`src/rtl/gpio_pkg.sv`:
```
package gpio_pkg;

  localparam int ADDR_W = 3;

  localparam logic [ADDR_W-1:0] ADR_DATA = 3'd0;
  localparam logic [ADDR_W-1:0] ADR_SET  = 3'd1;
  localparam logic [ADDR_W-1:0] ADR_CLR  = 3'd2;
  localparam logic [ADDR_W-1:0] ADR_DIR  = 3'd3;

  // An address is mapped when it names a register present in this build.
  function automatic logic addr_mapped(input logic [ADDR_W-1:0] a, input bit set_clr);
    logic m;
    m = (a == ADR_DATA) || (a == ADR_DIR);
    if (set_clr && ((a == ADR_SET) || (a == ADR_CLR))) m = 1'b1;
    return m;
  endfunction

endpackage

```
`src/rtl/gpio_lane_map.sv`:
```
// Permutes a register word between bus order and pin order. Bit reversal
// and byte swap are commuting involutions, so one instance serves both
// directions.
module gpio_lane_map #(
  parameter int W          = 32,
  parameter bit MSB_FIRST  = 1'b0,
  parameter bit BIG_ENDIAN = 1'b0
) (
  input  logic [W-1:0] in_w,
  output logic [W-1:0] out_w
);
  localparam int NBYTES = W / 8;

  for (genvar i = 0; i < W; i++) begin : g_bit
    localparam int R = MSB_FIRST ? (W - 1 - i) : i;
    localparam int P = BIG_ENDIAN ? (8 * (NBYTES - 1 - R / 8) + R % 8) : R;
    assign out_w[i] = in_w[P];
  end
endmodule

```
`src/rtl/gpio_sync.sv`:
```
// Two-flop synchronizer for the asynchronous pin levels.
module gpio_sync #(
  parameter int N = 32
) (
  input  logic         clk,
  input  logic         rst_n,
  input  logic [N-1:0] d,
  output logic [N-1:0] q
);
  logic [N-1:0] stage1;

  always_ff @(posedge clk) begin
    if (!rst_n) begin
      stage1 <= '0;
      q      <= '0;
    end else begin
      stage1 <= d;
      q      <= stage1;
    end
  end
endmodule

```
`src/rtl/gpio_regs.sv`:
```
// Output latch and direction register, both held in pin order.
module gpio_regs #(
  parameter int N           = 32,
  parameter bit SET_CLR     = 1'b0,
  parameter bit DIR_OUT_POL = 1'b1,
  parameter bit INPUT_ONLY  = 1'b0
) (
  input  logic         clk,
  input  logic         rst_n,
  input  logic         wr_data,
  input  logic         wr_set,
  input  logic         wr_clr,
  input  logic         wr_dir,
  input  logic [N-1:0] wval,
  output logic [N-1:0] latch,
  output logic [N-1:0] dir,
  output logic [N-1:0] pin_out,
  output logic [N-1:0] pin_oe
);
  localparam logic [N-1:0] DIR_RST = DIR_OUT_POL ? '0 : '1;

  logic en_data, en_set, en_clr, en_dir;

  assign en_data = wr_data && !SET_CLR && !INPUT_ONLY;
  assign en_set  = wr_set  &&  SET_CLR && !INPUT_ONLY;
  assign en_clr  = wr_clr  &&  SET_CLR && !INPUT_ONLY;
  assign en_dir  = wr_dir  && !INPUT_ONLY;

  always_ff @(posedge clk) begin
    if (!rst_n) begin
      latch <= '0;
    end else if (en_data) begin
      latch <= wval;
    end else if (en_set) begin
      latch <= latch | wval;
    end else if (en_clr) begin
      latch <= latch & ~wval;
    end
  end

  always_ff @(posedge clk) begin
    if (!rst_n)      dir <= DIR_RST;
    else if (en_dir) dir <= wval;
  end

  if (INPUT_ONLY) begin : g_in_only
    assign pin_out = '0;
    assign pin_oe  = '0;
  end else begin : g_io
    assign pin_out = latch;
    assign pin_oe  = DIR_OUT_POL ? dir : ~dir;
  end


  set_bits_high_chk: assert property (@(posedge clk) disable iff (!rst_n)
    (SET_CLR && !INPUT_ONLY && wr_set) |=> ((latch & $past(wval)) == $past(wval)));


  clr_bits_low_chk: assert property (@(posedge clk) disable iff (!rst_n)
    (SET_CLR && !INPUT_ONLY && wr_clr) |=> ((latch & $past(wval)) == '0));


  input_only_hold_chk: assert property (@(posedge clk) disable iff (!rst_n)
    (INPUT_ONLY && (wr_data || wr_set || wr_clr || wr_dir)) |=> ($stable(latch) && $stable(dir)));
endmodule

```
`src/rtl/gpio_rdsel.sv`:
```
// Read selection in pin order, registered into a full register word.
module gpio_rdsel
  import gpio_pkg::*;
#(
  parameter int N              = 32,
  parameter int W              = 32,
  parameter bit SET_CLR        = 1'b0,
  parameter bit SET_UNREADABLE = 1'b0,
  parameter bit OUT_READBACK   = 1'b0,
  parameter bit DIR_UNREADABLE = 1'b0
) (
  input  logic              clk,
  input  logic              rst_n,
  input  logic              rd,
  input  logic [ADDR_W-1:0] addr,
  input  logic [N-1:0]      latch,
  input  logic [N-1:0]      dir,
  input  logic [N-1:0]      pins,
  output logic [W-1:0]      rd_q
);
  logic [N-1:0] sel;
  logic [W-1:0] ext;

  always_comb begin
    sel = '0;
    case (addr)
      ADR_DATA: sel = OUT_READBACK ? latch : pins;
      ADR_SET:  if (SET_CLR && !SET_UNREADABLE) sel = latch;
      ADR_DIR:  if (!DIR_UNREADABLE) sel = dir;
      default:  sel = '0;
    endcase
  end

  always_comb begin
    ext = '0;
    ext[N-1:0] = sel;
  end

  always_ff @(posedge clk) begin
    if (!rst_n)  rd_q <= '0;
    else if (rd) rd_q <= ext;
  end


  set_hidden_chk: assert property (@(posedge clk) disable iff (!rst_n)
    (SET_UNREADABLE && rd && addr == ADR_SET) |=> (rd_q == '0));
endmodule

```
`src/rtl/gpio_port.sv`:
```
module gpio_port
  import gpio_pkg::*;
#(
  parameter int REG_W          = 32,
  parameter int PIN_N          = REG_W,
  parameter bit SET_CLR        = 1'b0,
  parameter bit DIR_OUT_POL    = 1'b1,
  parameter bit MSB_FIRST      = 1'b0,
  parameter bit BIG_ENDIAN     = 1'b0,
  parameter bit INPUT_ONLY     = 1'b0,
  parameter bit SET_UNREADABLE = 1'b0,
  parameter bit OUT_READBACK   = 1'b0,
  parameter bit DIR_UNREADABLE = 1'b0
) (
  input  logic             clk,
  input  logic             rst_n,
  input  logic [2:0]       reg_addr,
  input  logic             reg_wr,
  input  logic [REG_W-1:0] reg_wdata,
  input  logic             reg_rd,
  output logic [REG_W-1:0] reg_rdata,
  input  logic [PIN_N-1:0] pin_in,
  output logic [PIN_N-1:0] pin_out,
  output logic [PIN_N-1:0] pin_oe
);
  logic [REG_W-1:0] wmap;
  logic [REG_W-1:0] rd_q;
  logic [PIN_N-1:0] latch, dir, pins_s;
  logic             wr_data, wr_set, wr_clr, wr_dir;
  logic             unused_hi;

  // Incoming bus word into pin order.
  gpio_lane_map #(.W(REG_W), .MSB_FIRST(MSB_FIRST), .BIG_ENDIAN(BIG_ENDIAN)) u_wmap (
    .in_w (reg_wdata),
    .out_w(wmap)
  );
  assign unused_hi = ^wmap;

  assign wr_data = reg_wr && (reg_addr == ADR_DATA);
  assign wr_set  = reg_wr && (reg_addr == ADR_SET);
  assign wr_clr  = reg_wr && (reg_addr == ADR_CLR);
  assign wr_dir  = reg_wr && (reg_addr == ADR_DIR);

  gpio_regs #(
    .N(PIN_N), .SET_CLR(SET_CLR), .DIR_OUT_POL(DIR_OUT_POL), .INPUT_ONLY(INPUT_ONLY)
  ) u_regs (
    .clk    (clk),
    .rst_n  (rst_n),
    .wr_data(wr_data),
    .wr_set (wr_set),
    .wr_clr (wr_clr),
    .wr_dir (wr_dir),
    .wval   (wmap[PIN_N-1:0]),
    .latch  (latch),
    .dir    (dir),
    .pin_out(pin_out),
    .pin_oe (pin_oe)
  );

  gpio_sync #(.N(PIN_N)) u_sync (
    .clk  (clk),
    .rst_n(rst_n),
    .d    (pin_in),
    .q    (pins_s)
  );

  gpio_rdsel #(
    .N(PIN_N), .W(REG_W), .SET_CLR(SET_CLR), .SET_UNREADABLE(SET_UNREADABLE),
    .OUT_READBACK(OUT_READBACK), .DIR_UNREADABLE(DIR_UNREADABLE)
  ) u_rdsel (
    .clk  (clk),
    .rst_n(rst_n),
    .rd   (reg_rd),
    .addr (reg_addr),
    .latch(latch),
    .dir  (dir),
    .pins (pins_s),
    .rd_q (rd_q)
  );

  // Registered pin-order word back into bus order.
  gpio_lane_map #(.W(REG_W), .MSB_FIRST(MSB_FIRST), .BIG_ENDIAN(BIG_ENDIAN)) u_rmap (
    .in_w (rd_q),
    .out_w(reg_rdata)
  );


  unmapped_rd_chk: assert property (@(posedge clk) disable iff (!rst_n)
    (reg_rd && !addr_mapped(reg_addr, SET_CLR)) |=> (reg_rdata == '0));


  unmapped_wr_chk: assert property (@(posedge clk) disable iff (!rst_n)
    (reg_wr && !addr_mapped(reg_addr, SET_CLR)) |=> ($stable(pin_out) && $stable(pin_oe)));


  dir_hidden_chk: assert property (@(posedge clk) disable iff (!rst_n)
    (DIR_UNREADABLE && reg_rd && reg_addr == ADR_DIR) |=> (reg_rdata == '0));


  dir_polarity_chk: assert property (@(posedge clk) disable iff (!rst_n)
    (!INPUT_ONLY && wr_dir) |=> (pin_oe == (DIR_OUT_POL ? $past(wmap[PIN_N-1:0]) : ~$past(wmap[PIN_N-1:0]))));
endmodule

```
`config.mk`:
```
export PLATFORM = sky130hd
export DESIGN_NAME = gpio_port
export DESIGN_NICKNAME = d
export VERILOG_FILES = /design/src/rtl/gpio_pkg.sv /design/src/rtl/gpio_lane_map.sv /design/src/rtl/gpio_sync.sv /design/src/rtl/gpio_regs.sv /design/src/rtl/gpio_rdsel.sv /design/src/rtl/gpio_port.sv
export SDC_FILE = /design/constraint.sdc
export NUM_CORES = 1
export LEC_CHECK = 0
export BUFFER_PORTS_ARGS = -buffer_cell sky130_fd_sc_hd__clkbuf_2
export CORE_MARGIN = 2
export CORE_UTILIZATION = 28
export CTS_CLUSTER_SIZE = 8
export DETAILED_ROUTE_END_ITERATION = 6
export PLACE_DENSITY_LB_ADDON = 0.1
export RECOVER_POWER = 25
export SLEW_MARGIN = 25
export SYNTH_ARGS = -nofsm -noshare
export SYNTH_HDL_FRONTEND = slang
export SYNTH_SLANG_ARGS = --single-unit
```
`constraint.sdc`:
```
create_clock -name clk -period 1.6 [get_ports clk]
set_clock_uncertainty 0.1 [all_clocks]
set_input_delay 0.32 -clock clk [delete_from_list [all_inputs] [get_ports clk]]
set_output_delay 0.32 -clock clk [all_outputs]
set_load 0.05 [all_outputs]
```
==> impl_metrics.toml, run 1 <==
[outcome]
status = "finished, final reports clean"

[timing]
tightest_slew_ns = 0.952
max_clock_freq_mhz = 642
setup-tns-final_ns = 0
fin_crit_sh = 0.974
grt_setup_unrepaired = "no"
finalHoldViolCount = 0
finalCriticalPeriod_ns = 1.56
maxSlewViolCount = 0
setup_viol = 0
relSlewSlack = 0.365

[power_and_ir_drop]
power_density_nw_per_um2 = 1240
p_leak_nw = 3.05
total_power_mw = 9.23
vdd_ir_drop_max_mv = 0.646

[layout]
layoutNonFillerInstCount = 1051
final_cell_mix = "nand2_1 (192), clkbuf_2 (162), dfxtp_1 (160)"
final_nets = 849
fillers = 1984
n_antenna_cell = 0
syn_to_final_growth_pct = 38.1
utilization = 0.397
mostFrequentLayoutCell = "nand2_1"
drive_above_1_share = 0.271

[setup_path]
critPathBufInv = 1
required_ns = 1.18
path_cells = "clkbuf_2"
startpoint_type = "flop"
slowest_delay_ns = 0.41
path_max_fanout = 3
slowest_stage = "dfxtp_1"
endpoint_kind = "output pin"
critPathKind = "reg -> out"
path_delay_family = "flip-flops"
critPathArrivalTime_ns = 1.14

[route]
num_vias = 4441
viasPerCell = 4.23
drcViolationCount = 0
drt_iter0_markers = 325
routed_wl_mm = 14.2
ant_nets = 0
firstDrtPassIters = 4
drt-wirelength-per-cell_um = 13.5

[clock_tree]
cts_max_path_buffers = 2
cts_tree = "done"
clockRootBuffer = "clkbuf_16"
cts_num_sinks = 160
htree_levels = 4
clk_pin_slew_ns = 0.06
clock_latency_ns = 0.42
cts_buffers = 17

[yosys]
synth_seq_area_share = 0.592
synth.distinct_cells = 15
syn_area_um2 = 5410
synth_area_per_cell_um2 = 9.09
ys.warnings.count = 0
synth_cells = 595
syn_nets = 666
synth-seq-cells = 160

[global_routing]
grt_pass1_wl_mm = 22.1
grt_pass1_vias = 4083
grt.overflow.total = 0
grt_max_degree = 99
grt_use_total = 0.142
antenna_found_initial = 0

[floorplanning]
num_rows = 50
die_x_um = 143
fp.coreArea_um2 = 18800
start_util = 0.287
die_area_um2 = 20500
boundaryPins = 167
die_y_um = 143

[placement]
dp_cells = 990
gp_congestion = 0.748
hpwl_mm = 10.3
io_buffers = 166

[job]
cap_viol_max_count = 0

[hold_path]
hp-class = "in -> reg"
## cell usage after synthesis
cell	count	area, µm²
or4b_1	1	10.0
and3b_1	1	8.76
o21ai_0	32	160
a31oi_1	32	200
a21boi_0	29	218
a21boi_1	35	263
and4b_1	1	10.0
nor4b_2	1	15.0
nand2_1	192	721
clkbuf_1	30	113
dfxtp_1	160	3200
buf_2	15	75.1
nand4b_1	1	8.76
nor3_1	1	5.00
and2_1	64	400
## registers in the layout, indices dropped and copies added, names as in the netlist
register / cells
u_regs.dir: 32
u_sync.q: 32
u_sync.stage1: 32
u_rdsel.rd_q: 32
u_regs.latch: 32
## metrics by stage
stage	instance area, µm²	hold slack [ns]	setup slack (ns)
floorplan	5410	0.312	0.144
global placement	6590	0.322	0.0789
detailed placement	6590	0.317	0.0430
CTS	7500	0.00122	0.0108
global route	7470	0.0238	0.00543
finish	7470	0.0251	0.0414
## report_power, final
part	total (mW)	internal (mW)	leakage (nW)	switching, mW
Sequential	4.19	4.13	1.31	0.0601
Clock	4.22	2.53	0.305	1.69
Combinational	0.815	0.290	1.44	0.525
Total	9.23	6.95	3.05	2.28
## path summary, 6_finish.rpt
path | startpoint | end | slack (ns) | cells past startpoint
setup reg to reg | u_regs.dir[13]$_SDFFE_PN0P_ | u_rdsel.rd_q[13]$_SDFFE_PN0P_ | 0.76 | 2
setup / recovery | u_regs.dir[12]$_SDFFE_PN0P_ | pin_oe[12] | 0.04 | 1
hold / removal | pin_in[11] | u_sync.stage1[11]$_SDFF_PN0_ | 0.03 | 2
hold reg to reg | u_sync.stage1[15]$_SDFF_PN0_ | u_sync.q[15]$_SDFF_PN0_ | 0.33 | 1
## logic make-up after synthesis
| group | after synthesis | share of synthesized area |
|---|---|---|
| buffers and inverters | 45 | 0.0347 |
| AOI/OAI and AO/OA | 128 | 0.155 |
| and+or+nand+nor | 262 | 0.218 |
| DFF | 160 | 0.592 |
## per-layer routing
metal  wire length [µm]  global-route usage
met3                776              0.0379
met2               6140               0.204
met4                184              0.0500
met1               7130               0.203
met5                  0                   0
## timing repair
| action | CTS | global route |
|---|---|---|
| endpoints found under the hold margin | 29 | 0 |
| hold buffers | 29 | 0 |
| endpoints found under the setup margin | 0 | 4 |
| buffers inserted | 0 | 0 |
| gates resized for setup | 0 | 5 |
## cell type report
class | count | area (µm²) | share of cell area
repair buffers | 209 | 1290 | 0.173
clock inverters | 14 | 179 | 0.0239
multi-input cells | 390 | 2030 | 0.272
flip-flops and latches | 160 | 3200 | 0.429
clock buffers | 18 | 439 | 0.0588
well taps | 260 | 325 | 0.0435
Power figures use the tool's default switching activity.
==> run 2, diff against run 1 <==
- CORE_MARGIN: 2 -> default
==> impl_metrics.toml, run 2 (synthesis gave the netlist of run 1 again) <==
[layout]
syn_to_final_growth_pct = 38.3
drive_above_1_share = 0.268
utilization = 0.397
mostFrequentLayoutCell = "nand2_1"
final_nets = 852
n_antenna_cell = 0
final_cell_mix = "nand2_1 (192), clkbuf_2 (160), dfxtp_1 (160)"

[clock_tree]
cts_max_path_buffers = 2
cts_num_sinks = 160
cts_tree = "done"
clock_latency_ns = 0.42
clk_pin_slew_ns = 0.07
htree_levels = 4
cts_buffers = 17
cts_setup_buffers = 0
clockRootBuffer = "clkbuf_16"

[setup_path]
path_max_fanout = 3
slowest_delay_ns = 0.41
critPathArrivalTime_ns = 1.13
critPathBufInv = 1
path_delay_family = "flip-flops"
slowest_stage = "dfxtp_1"
endpoint_kind = "output pin"
critPathKind = "reg -> out"
path_cells = "buf_2"
startpoint_type = "flop"
required_ns = 1.18

[timing]
fin_crit_sh = 0.969
setup-tns-final_ns = 0
finalCriticalPeriod_ns = 1.55
fin_ws_ns = 0.0488
setup_viol = 0
max_clock_freq_mhz = 645
maxSlewViolCount = 0
grt_setup_unrepaired = "no"
tightest_slew_ns = 0.637
relSlewSlack = 0.576
finalHoldViolCount = 0

[outcome]
status = "finished, final reports clean"

[power_and_ir_drop]
p_leak_nw = 3.05
vdd_ir_drop_max_mv = 0.600
power_density_nw_per_um2 = 1190
total_power_mw = 8.94

[floorplanning]
die_area_um2 = 19900
die_y_um = 141
boundaryPins = 167
num_rows = 50
start_util = 0.287
die_x_um = 141
fp.coreArea_um2 = 18800

[placement]
hpwl_mm = 10.3
io_buffers = 166
gp_congestion = 0.769
dp_worst_setup_slack_ns = 0.0522

[route]
drcViolationCount = 0
num_vias = 4418
routed_wl_mm = 14.1
firstDrtPassIters = 4
drt-wirelength-per-cell_um = 13.4
ant_nets = 0
viasPerCell = 4.19
drt_iter0_markers = 214

[global_routing]
grt_pass1_vias = 4069
grt_max_degree = 77
antenna_found_initial = 0
grt_use_total = 0.145
grt_pass1_wl_mm = 22.2
grt.overflow.total = 0

[hold_path]
hp-class = "in -> reg"

[job]
cap_viol_max_count = 0
run 2: cell types whose count changed in the layout (fill, tap and decap cells not counted), sizes merged:
cell	previous run	this run
clkinv	4	5
inv	6	8
clkbuf	182	180
bufinv	3	0
buf	16	18
dlygate4sd3	29	32
run 2: layout make-up:
| type | instances | area, µm² |
|---|---|---|
| Clock buffer | 18 | 439 |
| Sequential cell | 160 | 3200 |
| Fill cell | 1980 | 11300 |
| Tap cell | 260 | 325 |
| Clock inverter | 14 | 140 |
| Multi-Input combinational cell | 390 | 2030 |
| Timing Repair Buffer | 212 | 1340 |
run 2: what timing repair did:
item,4_1_cts,5_1_grt
endpoints found under the hold margin,32,0
gates resized for setup,0,5
endpoints found under the setup margin,0,5
hold buffers,32,0
run 2: worst paths after layout:
path | slack (ns) | depth (start not counted) | to | startpoint
worst max-delay path | 0.05 | 1 | pin_oe[13] | u_regs.dir[13]$_SDFFE_PN0P_
worst min-delay path | 0.04 | 3 | u_regs.latch[8]$_SDFFE_PN0P_ | reg_wdata[8]
worst max register to register | 0.75 | 2 | u_rdsel.rd_q[13]$_SDFFE_PN0P_ | u_regs.dir[13]$_SDFFE_PN0P_
worst min register to register | 0.33 | 1 | u_sync.q[14]$_SDFF_PN0_ | u_sync.stage1[14]$_SDFF_PN0_
run 2: report_power, final:
part	leakage, nW	internal, mW	total [mW]	switching [mW]
Clock	0.285	2.12	3.92	1.81
Sequential	1.31	4.13	4.19	0.0625
Combinational	1.45	0.297	0.821	0.524
Total	3.05	6.54	8.94	2.39
run 2: metrics by stage:
step | area (µm²) | hold WS (ns) | std cells
2_1_floorplan | 5410 | 0.312 | 595
3_3_place_gp | 6600 | 0.322 | 990
3_5_place_dp | 6600 | 0.322 | 990
4_1_cts | 7500 | 0.0211 | 1054
5_1_grt | 7480 | 0.0287 | 1054
6_report | 7480 | 0.0398 | 1054
run 2: per-layer routing:
metal	vias up	GRT usage	routed length, µm
li1	2316	-	-
met1	1974	0.204	7140
met2	116	0.209	6040
met3	12	0.0394	740
met4	0	0.0566	180
met5	-	0	0
